[config.mk]
export PLATFORM = sky130hd
export DESIGN_NAME = cu_extractor
export DESIGN_NICKNAME = d
export VERILOG_FILES = /design/src/rtl/cu_pkg.sv /design/src/rtl/cu_align.sv /design/src/rtl/cu_stretch.sv /design/src/rtl/cu_status.sv /design/src/rtl/cu_extractor.sv
export SDC_FILE = /design/constraint.sdc
export NUM_CORES = 1
export LEC_CHECK = 0
export BUFFER_PORTS_ARGS = -buffer_cell sky130_fd_sc_hd__buf_2
export CAP_MARGIN = 20
export CELL_PAD_IN_SITES_DETAIL_PLACEMENT = 0
export CELL_PAD_IN_SITES_GLOBAL_PLACEMENT = 1
export CORE_MARGIN = 3
export CORE_UTILIZATION = 25
export CTS_CLUSTER_SIZE = 30
export DETAILED_ROUTE_END_ITERATION = 16
export PLACE_DENSITY_LB_ADDON = 0.25
export SYNTH_ARGS = -nofsm -noshare
export SYNTH_HDL_FRONTEND = slang
export SYNTH_SLANG_ARGS = --single-unit
[constraint.sdc]
create_clock -name clk -period 2.4 [get_ports clk]
set_input_delay 0.36 -clock clk [delete_from_list [all_inputs] [get_ports clk]]
set_output_delay 0.36 -clock clk [all_outputs]
set_load 0.03 [all_outputs]
[src/rtl/cu_pkg.sv]
package cu_pkg;
  typedef struct packed {
    logic c;
    logic u;
    logic blk;
    logic right;
  } sub_t;
endpackage

[src/rtl/cu_align.sv]
module cu_align
  import cu_pkg::*;
#(
  parameter int DELAY_BITS = 17
) (
  input  logic clk,
  input  logic rst_n,
  input  logic bit_tick,
  input  logic word_clk,
  input  logic sub_valid,
  input  sub_t sub_in,
  input  logic link_err,
  output logic emit,
  output sub_t emit_sub
);
  localparam int CW = $clog2(DELAY_BITS + 1);
  localparam logic [CW-1:0] LAST = CW'(DELAY_BITS);

  logic          word_q, word_d;
  sub_t          pend_q, pend_d;
  sub_t          stg_q, stg_d;
  logic          armed_q, armed_d;
  logic [CW-1:0] cnt_q, cnt_d;
  logic          word_edge;

  assign word_edge = word_clk ^ word_q;

  always_comb begin
    word_d  = word_clk;
    pend_d  = sub_valid ? sub_in : pend_q;
    stg_d   = stg_q;
    armed_d = armed_q;
    cnt_d   = cnt_q;
    emit    = 1'b0;
    if (link_err) begin
      armed_d = 1'b0;
      cnt_d   = '0;
    end else if (word_edge) begin
      stg_d   = sub_valid ? sub_in : pend_q;
      armed_d = 1'b1;
      cnt_d   = '0;
    end else if (armed_q && bit_tick) begin
      cnt_d = cnt_q + CW'(1);
      if (cnt_d == LAST) begin
        emit    = 1'b1;
        armed_d = 1'b0;
      end
    end
  end

  always_ff @(posedge clk or negedge rst_n) begin
    if (!rst_n) begin
      word_q  <= 1'b0;
      pend_q  <= '0;
      stg_q   <= '0;
      armed_q <= 1'b0;
      cnt_q   <= '0;
    end else begin
      word_q  <= word_d;
      pend_q  <= pend_d;
      stg_q   <= stg_d;
      armed_q <= armed_d;
      cnt_q   <= cnt_d;
    end
  end

  assign emit_sub = stg_q;
endmodule

[src/rtl/cu_stretch.sv]
module cu_stretch #(
  parameter int STRETCH_WORDS = 8
) (
  input  logic clk,
  input  logic rst_n,
  input  logic emit,
  input  logic emit_blk,
  input  logic link_err,
  output logic active
);
  localparam int HALVES = 2 * STRETCH_WORDS;
  localparam int BW     = $clog2(HALVES + 1);

  logic [BW-1:0] bs_q, bs_d;

  always_comb begin
    bs_d = bs_q;
    if (link_err) begin
      bs_d = '0;
    end else if (emit) begin
      if (emit_blk) begin
        bs_d = BW'(HALVES);
      end else if (bs_q != '0) begin
        bs_d = bs_q - BW'(1);
      end
    end
  end

  always_ff @(posedge clk or negedge rst_n) begin
    if (!rst_n) bs_q <= '0;
    else        bs_q <= bs_d;
  end

  assign active = (bs_q != '0);
endmodule

[src/rtl/cu_status.sv]
module cu_status #(
  parameter int FRAMES  = 192,
  parameter int NA_BIT  = 1,
  parameter int EM_BIT  = 3
) (
  input  logic clk,
  input  logic rst_n,
  input  logic emit,
  input  logic emit_c,
  input  logic emit_blk,
  input  logic emit_right,
  input  logic link_err,
  output logic flag_na,
  output logic flag_em
);
  localparam int FW = $clog2(FRAMES);
  localparam logic [FW-1:0] F_LAST = FW'(FRAMES - 1);
  localparam logic [FW-1:0] F_NA   = FW'(NA_BIT);
  localparam logic [FW-1:0] F_EM   = FW'(EM_BIT);

  logic          inblk_q, inblk_d;
  logic          full_q, full_d;
  logic [FW-1:0] frm_q, frm_d;
  logic          na_acc_q, na_acc_d;
  logic          em_acc_q, em_acc_d;
  logic          na_q, na_d;
  logic          em_q, em_d;

  always_comb begin
    inblk_d  = inblk_q;
    full_d   = full_q;
    frm_d    = frm_q;
    na_acc_d = na_acc_q;
    em_acc_d = em_acc_q;
    na_d     = na_q;
    em_d     = em_q;
    if (link_err) begin
      inblk_d = 1'b0;
      full_d  = 1'b0;
      frm_d   = '0;
    end else if (emit) begin
      if (emit_blk) begin
        if (full_q) begin
          na_d = na_acc_q;
          em_d = em_acc_q;
        end
        inblk_d = 1'b1;
        full_d  = 1'b0;
        frm_d   = '0;
      end else if (!emit_right && inblk_q && !full_q) begin
        frm_d = frm_q + FW'(1);
        if (frm_d == F_NA)   na_acc_d = emit_c;
        if (frm_d == F_EM)   em_acc_d = emit_c;
        if (frm_d == F_LAST) full_d   = 1'b1;
      end
    end
  end

  always_ff @(posedge clk or negedge rst_n) begin
    if (!rst_n) begin
      inblk_q  <= 1'b0;
      full_q   <= 1'b0;
      frm_q    <= '0;
      na_acc_q <= 1'b0;
      em_acc_q <= 1'b0;
      na_q     <= 1'b0;
      em_q     <= 1'b0;
    end else begin
      inblk_q  <= inblk_d;
      full_q   <= full_d;
      frm_q    <= frm_d;
      na_acc_q <= na_acc_d;
      em_acc_q <= em_acc_d;
      na_q     <= na_d;
      em_q     <= em_d;
    end
  end

  assign flag_na = na_q;
  assign flag_em = em_q;
endmodule

[src/rtl/cu_extractor.sv]
module cu_extractor
  import cu_pkg::*;
#(
  parameter int DELAY_BITS    = 17,
  parameter int STRETCH_WORDS = 8,
  parameter int FRAMES        = 192,
  parameter int NA_BIT        = 1,
  parameter int EM_BIT        = 3
) (
  input  logic clk,
  input  logic rst_n,
  input  logic bit_tick,
  input  logic word_clk,
  input  logic sub_valid,
  input  logic sub_c,
  input  logic sub_u,
  input  logic sub_blk,
  input  logic sub_right,
  input  logic link_err,
  input  logic force_low,
  output logic cs_out,
  output logic ud_out,
  output logic blk_start,
  output logic flag_nonaudio,
  output logic flag_emph
);
  sub_t sub_in;
  sub_t emit_sub;
  logic emit;
  logic bs_active;
  logic cs_q, cs_d;
  logic ud_q, ud_d;

  assign sub_in = '{c: sub_c, u: sub_u, blk: sub_blk, right: sub_right};

  cu_align #(.DELAY_BITS(DELAY_BITS)) u_align (
    .clk      (clk),
    .rst_n    (rst_n),
    .bit_tick (bit_tick),
    .word_clk (word_clk),
    .sub_valid(sub_valid),
    .sub_in   (sub_in),
    .link_err (link_err),
    .emit     (emit),
    .emit_sub (emit_sub)
  );

  cu_stretch #(.STRETCH_WORDS(STRETCH_WORDS)) u_stretch (
    .clk     (clk),
    .rst_n   (rst_n),
    .emit    (emit),
    .emit_blk(emit_sub.blk),
    .link_err(link_err),
    .active  (bs_active)
  );

  cu_status #(.FRAMES(FRAMES), .NA_BIT(NA_BIT), .EM_BIT(EM_BIT)) u_status (
    .clk       (clk),
    .rst_n     (rst_n),
    .emit      (emit),
    .emit_c    (emit_sub.c),
    .emit_blk  (emit_sub.blk),
    .emit_right(emit_sub.right),
    .link_err  (link_err),
    .flag_na   (flag_nonaudio),
    .flag_em   (flag_emph)
  );

  always_comb begin
    cs_d = cs_q;
    ud_d = ud_q;
    if (link_err) begin
      cs_d = 1'b0;
      ud_d = 1'b0;
    end else if (emit) begin
      cs_d = emit_sub.c;
      ud_d = emit_sub.u;
    end
  end

  always_ff @(posedge clk or negedge rst_n) begin
    if (!rst_n) begin
      cs_q <= 1'b0;
      ud_q <= 1'b0;
    end else begin
      cs_q <= cs_d;
      ud_q <= ud_d;
    end
  end

  assign cs_out    = cs_q & ~force_low & ~link_err;
  assign ud_out    = ud_q & ~force_low & ~link_err;
  assign blk_start = bs_active & ~link_err;
endmodule

==> qor.yml <==
routed_via_density: 4.73
hold_buffers: 0
drt_iter0_drc: 60
post_cts_buffers: 0
r2r_end: "u_status.frm_q[3]"
path_class: "reg2reg"
ir_worst_vdd_mv: 0.258
postRouteWirelength_um: 4470
met2_usage_pct: 17.4
clock_skew_ps: 7.60
synth.yosys.seq_area_share_pct: 45.0
cts_sinks: 36
r2r_setup_slack_ps: 260
async_flop_share_pct: 100
hold_path_class: "in2async"
fin_ws_ps: 262
rsz0062_at_grt: "no"
die_x_um: 95.5
clockBufferDepth: 2
layout.cells.non_filler: 324
drv_slew: 0
clock_latency_ps: 300
area_delta_synth_final_pct: 14.3
cts_buffers: 5
routed-via-count: 1534
stdcell_area_sq_mm: 0.00229
finalPower_mw: 1.23
start_util_pct: 26.7
path_clk_slew_ps: 80
avgSynthCellArea_sq_um: 9.71
hpwl_um: 3130
ys_types: 40
dpl_cell_area_sq_mm: 0.00219
p_seq_share_pct: 54.3
htreeDepth: 2
reg2regPathDepth: 6
cp-start-kind: "flip-flop"
cp.required_ps: 2630
fin_hold_ws_ps: 158
n_antenna_cell: 0
synthFlopType: "dfrtp_1"
utilization_pct: 30.5
grt_max_degree: 37
cts_resized: 0
power.leakage_nw: 0.927
cp_max_fo: 22
track_usage_pct: 11.2
tns_ps: 0
worst_pin_slew_ps: 840
synth_area_sq_mm: 0.00200
setup_viol_count_final: 0
grt-ovfl-total: 0
io_pins: 16
synth_edf_count: 0
grt_pass1_wl_um: 7940
p_comb_share_pct: 8.6
rows: 31
cp-end-kind: "flip-flop"
p_per_area_mw_per_mm2: 538
fin_crit_ps: 2140
use_met1_pct: 15.2
busiest_layer: "met2"
drt-wirelength-per-cell_um: 13.8
antenna_left: 0
grt_util_met3_pct: 2.37
hold_violations: 0
cell_internal_pwr_mw: 0.883
yosysWarnings: 0
fmax_mhz: 468
antenna_found_initial: 0
p_switching_mw: 0.347
drc: 0
max_cap_violations: 0
place_inst: 316
drtPass1Iterations: 4
synth_nets: 224
cts_tree: "yes"
clkPwrFrac_pct: 37.1
drive_above_1_share_pct: 20.4
switching_share_pct: 28.2
outcome: "finished, final reports clean"
synth-seq-cells: 36
period_share_pct: 89.1
timing.slew.headroom_pct: 44.0
grt_pass1_vias: 1639
cp_data_arrival_time_ps: 2360
portBuffers: 15
coreArea_sq_mm: 0.00749
place.gp.congestion: 0.757
fp.dieH_um: 95.5
dp_slack_ps: 273
r2r_start: "u_align.cnt_q[1]"
synthCells: 206
cts_root_buffer: "clkbuf_8"
die_area_sq_mm: 0.00911
nets: 242
[worst max-delay path, stage by stage, from the launching register on]
cell and delay, ps:
dfrtp_1 420, ha_1 240, xnor2_1 230, and3_1 220, nand2_2 220, or4b_1 560
a21oi_1 150
[cell usage after synthesis (2+ instances only)]
| cell | count | area (sq um) |
|---|---|---|
| or4_1 | 7 | 52.6 |
| xnor2_1 | 6 | 52.6 |
| o21ai_0 | 11 | 55.1 |
| mux2_2 | 11 | 124 |
| a211oi_1 | 2 | 15.0 |
| or3_1 | 3 | 18.8 |
| nand3_1 | 13 | 65.1 |
| nor3_1 | 2 | 10.0 |
| and2_1 | 2 | 12.5 |
| nand2_1 | 17 | 63.8 |
| buf_2 | 2 | 10.0 |
| nor4_1 | 2 | 12.5 |
| a31oi_1 | 5 | 31.3 |
| xor2_1 | 4 | 35.0 |
| clkbuf_1 | 6 | 22.5 |
| nor3b_1 | 2 | 15.0 |
| nand4_1 | 8 | 50.1 |
| inv_1 | 7 | 26.3 |
| a21oi_1 | 16 | 80.1 |
| dfrtp_1 | 36 | 901 |
| and3_1 | 5 | 31.3 |
| ha_1 | 7 | 87.6 |
| nor2_1 | 15 | 56.3 |
[metal layers]
metal,vias to the layer above,share of wire [%],wire (um)
li1,782,-,-
met4,0,1.6,72
met1,733,53,2360
met3,5,2.3,105
met5,-,0,0
met2,14,43,1930
[flip-flops by register name, indices dropped and copies added, names as in the netlist]
name / flops
u_align.pend_q: 4
u_status.full_q: 1
u_status.em_acc_q: 1
u_stretch.bs_q: 5
u_align.cnt_q: 5
u_align.word_q: 1
ud_q: 1
u_status.inblk_q: 1
u_align.emit_sub: 4
u_status.na_acc_q: 1
u_align.armed_q: 1
u_status.frm_q: 8
u_status.flag_na: 1
u_status.flag_em: 1
cs_q: 1
[final cells by class]
type / count / area [sq um]
clock buffers: 5 / 68.8
multi-input cells: 153 / 1030
inverters: 8 / 30.0
fillers: 777 / 5200
repair buffers: 20 / 113
clock inverters: 3 / 23.8
well taps: 99 / 124
flip-flops and latches: 36 / 901
[cell families (layout without fill, tap and decap cells)]
group / after synthesis / in the layout / share of synthesized area [%]
and+or+nand+nor: 85 / 85 / 24.0
buffers and inverters: 17 / 36 / 3.69
AOI/OAI and AO/OA: 39 / 39 / 11.6
adders and majority gates: 7 / 7 / 4.38
muxes: 11 / 11 / 6.19
xor gates and xnor gates: 11 / 11 / 5.19
DFF: 36 / 36 / 45.0
[cells in the final DEF (no fill, tap or decap), types with 3 or more instances in the layout]
master    netlist  final
or3_1           3      3
a31oi_1         5      5
xor2_1          4      4
nand4_1         8      8
buf_2           2     15
mux2_2         11     11
clkbuf_8        0      5
o21ai_0        11     11
nand2_1        17     17
or4_1           7      7
dfrtp_1        36     36
buf_4           0      5
xnor2_1         6      6
inv_1           7      7
nand3_1        13     13
and3_1          5      5
nor2_1         15     15
a21oi_1        16     16
ha_1            7      7
[worst max-delay path by stage]
| stage | cells past startpoint | slack, ps | startpoint | end |
|---|---|---|---|---|
| after floorplan | 6 | 500 | u_stretch.bs_q[0] | u_stretch.bs_q[3] |
| after global placement | 6 | 310 | u_align.cnt_q[0] | u_status.frm_q[3] |
| after detailed placement | 6 | 270 | u_align.cnt_q[0] | u_status.frm_q[3] |
| after CTS | 6 | 250 | u_align.cnt_q[1] | u_status.frm_q[3] |
| after global routing | 6 | 40 | u_align.cnt_q[0] | u_status.frm_q[2] |
| final | 6 | 260 | u_align.cnt_q[1] | u_status.frm_q[3] |
[power groups by stage]
stage | combinational (mW) | clock [mW] | sequential [mW]
finish | 0.105 | 0.457 | 0.668
global route | 0.122 | 0.495 | 0.673
CTS | 0.109 | 0.475 | 0.668
detailed placement | 0.109 | 0 | 0.681
global placement | 0.109 | 0 | 0.680
floorplan | 0.0749 | 0 | 0.656
(Power assumes the default switching activity.)
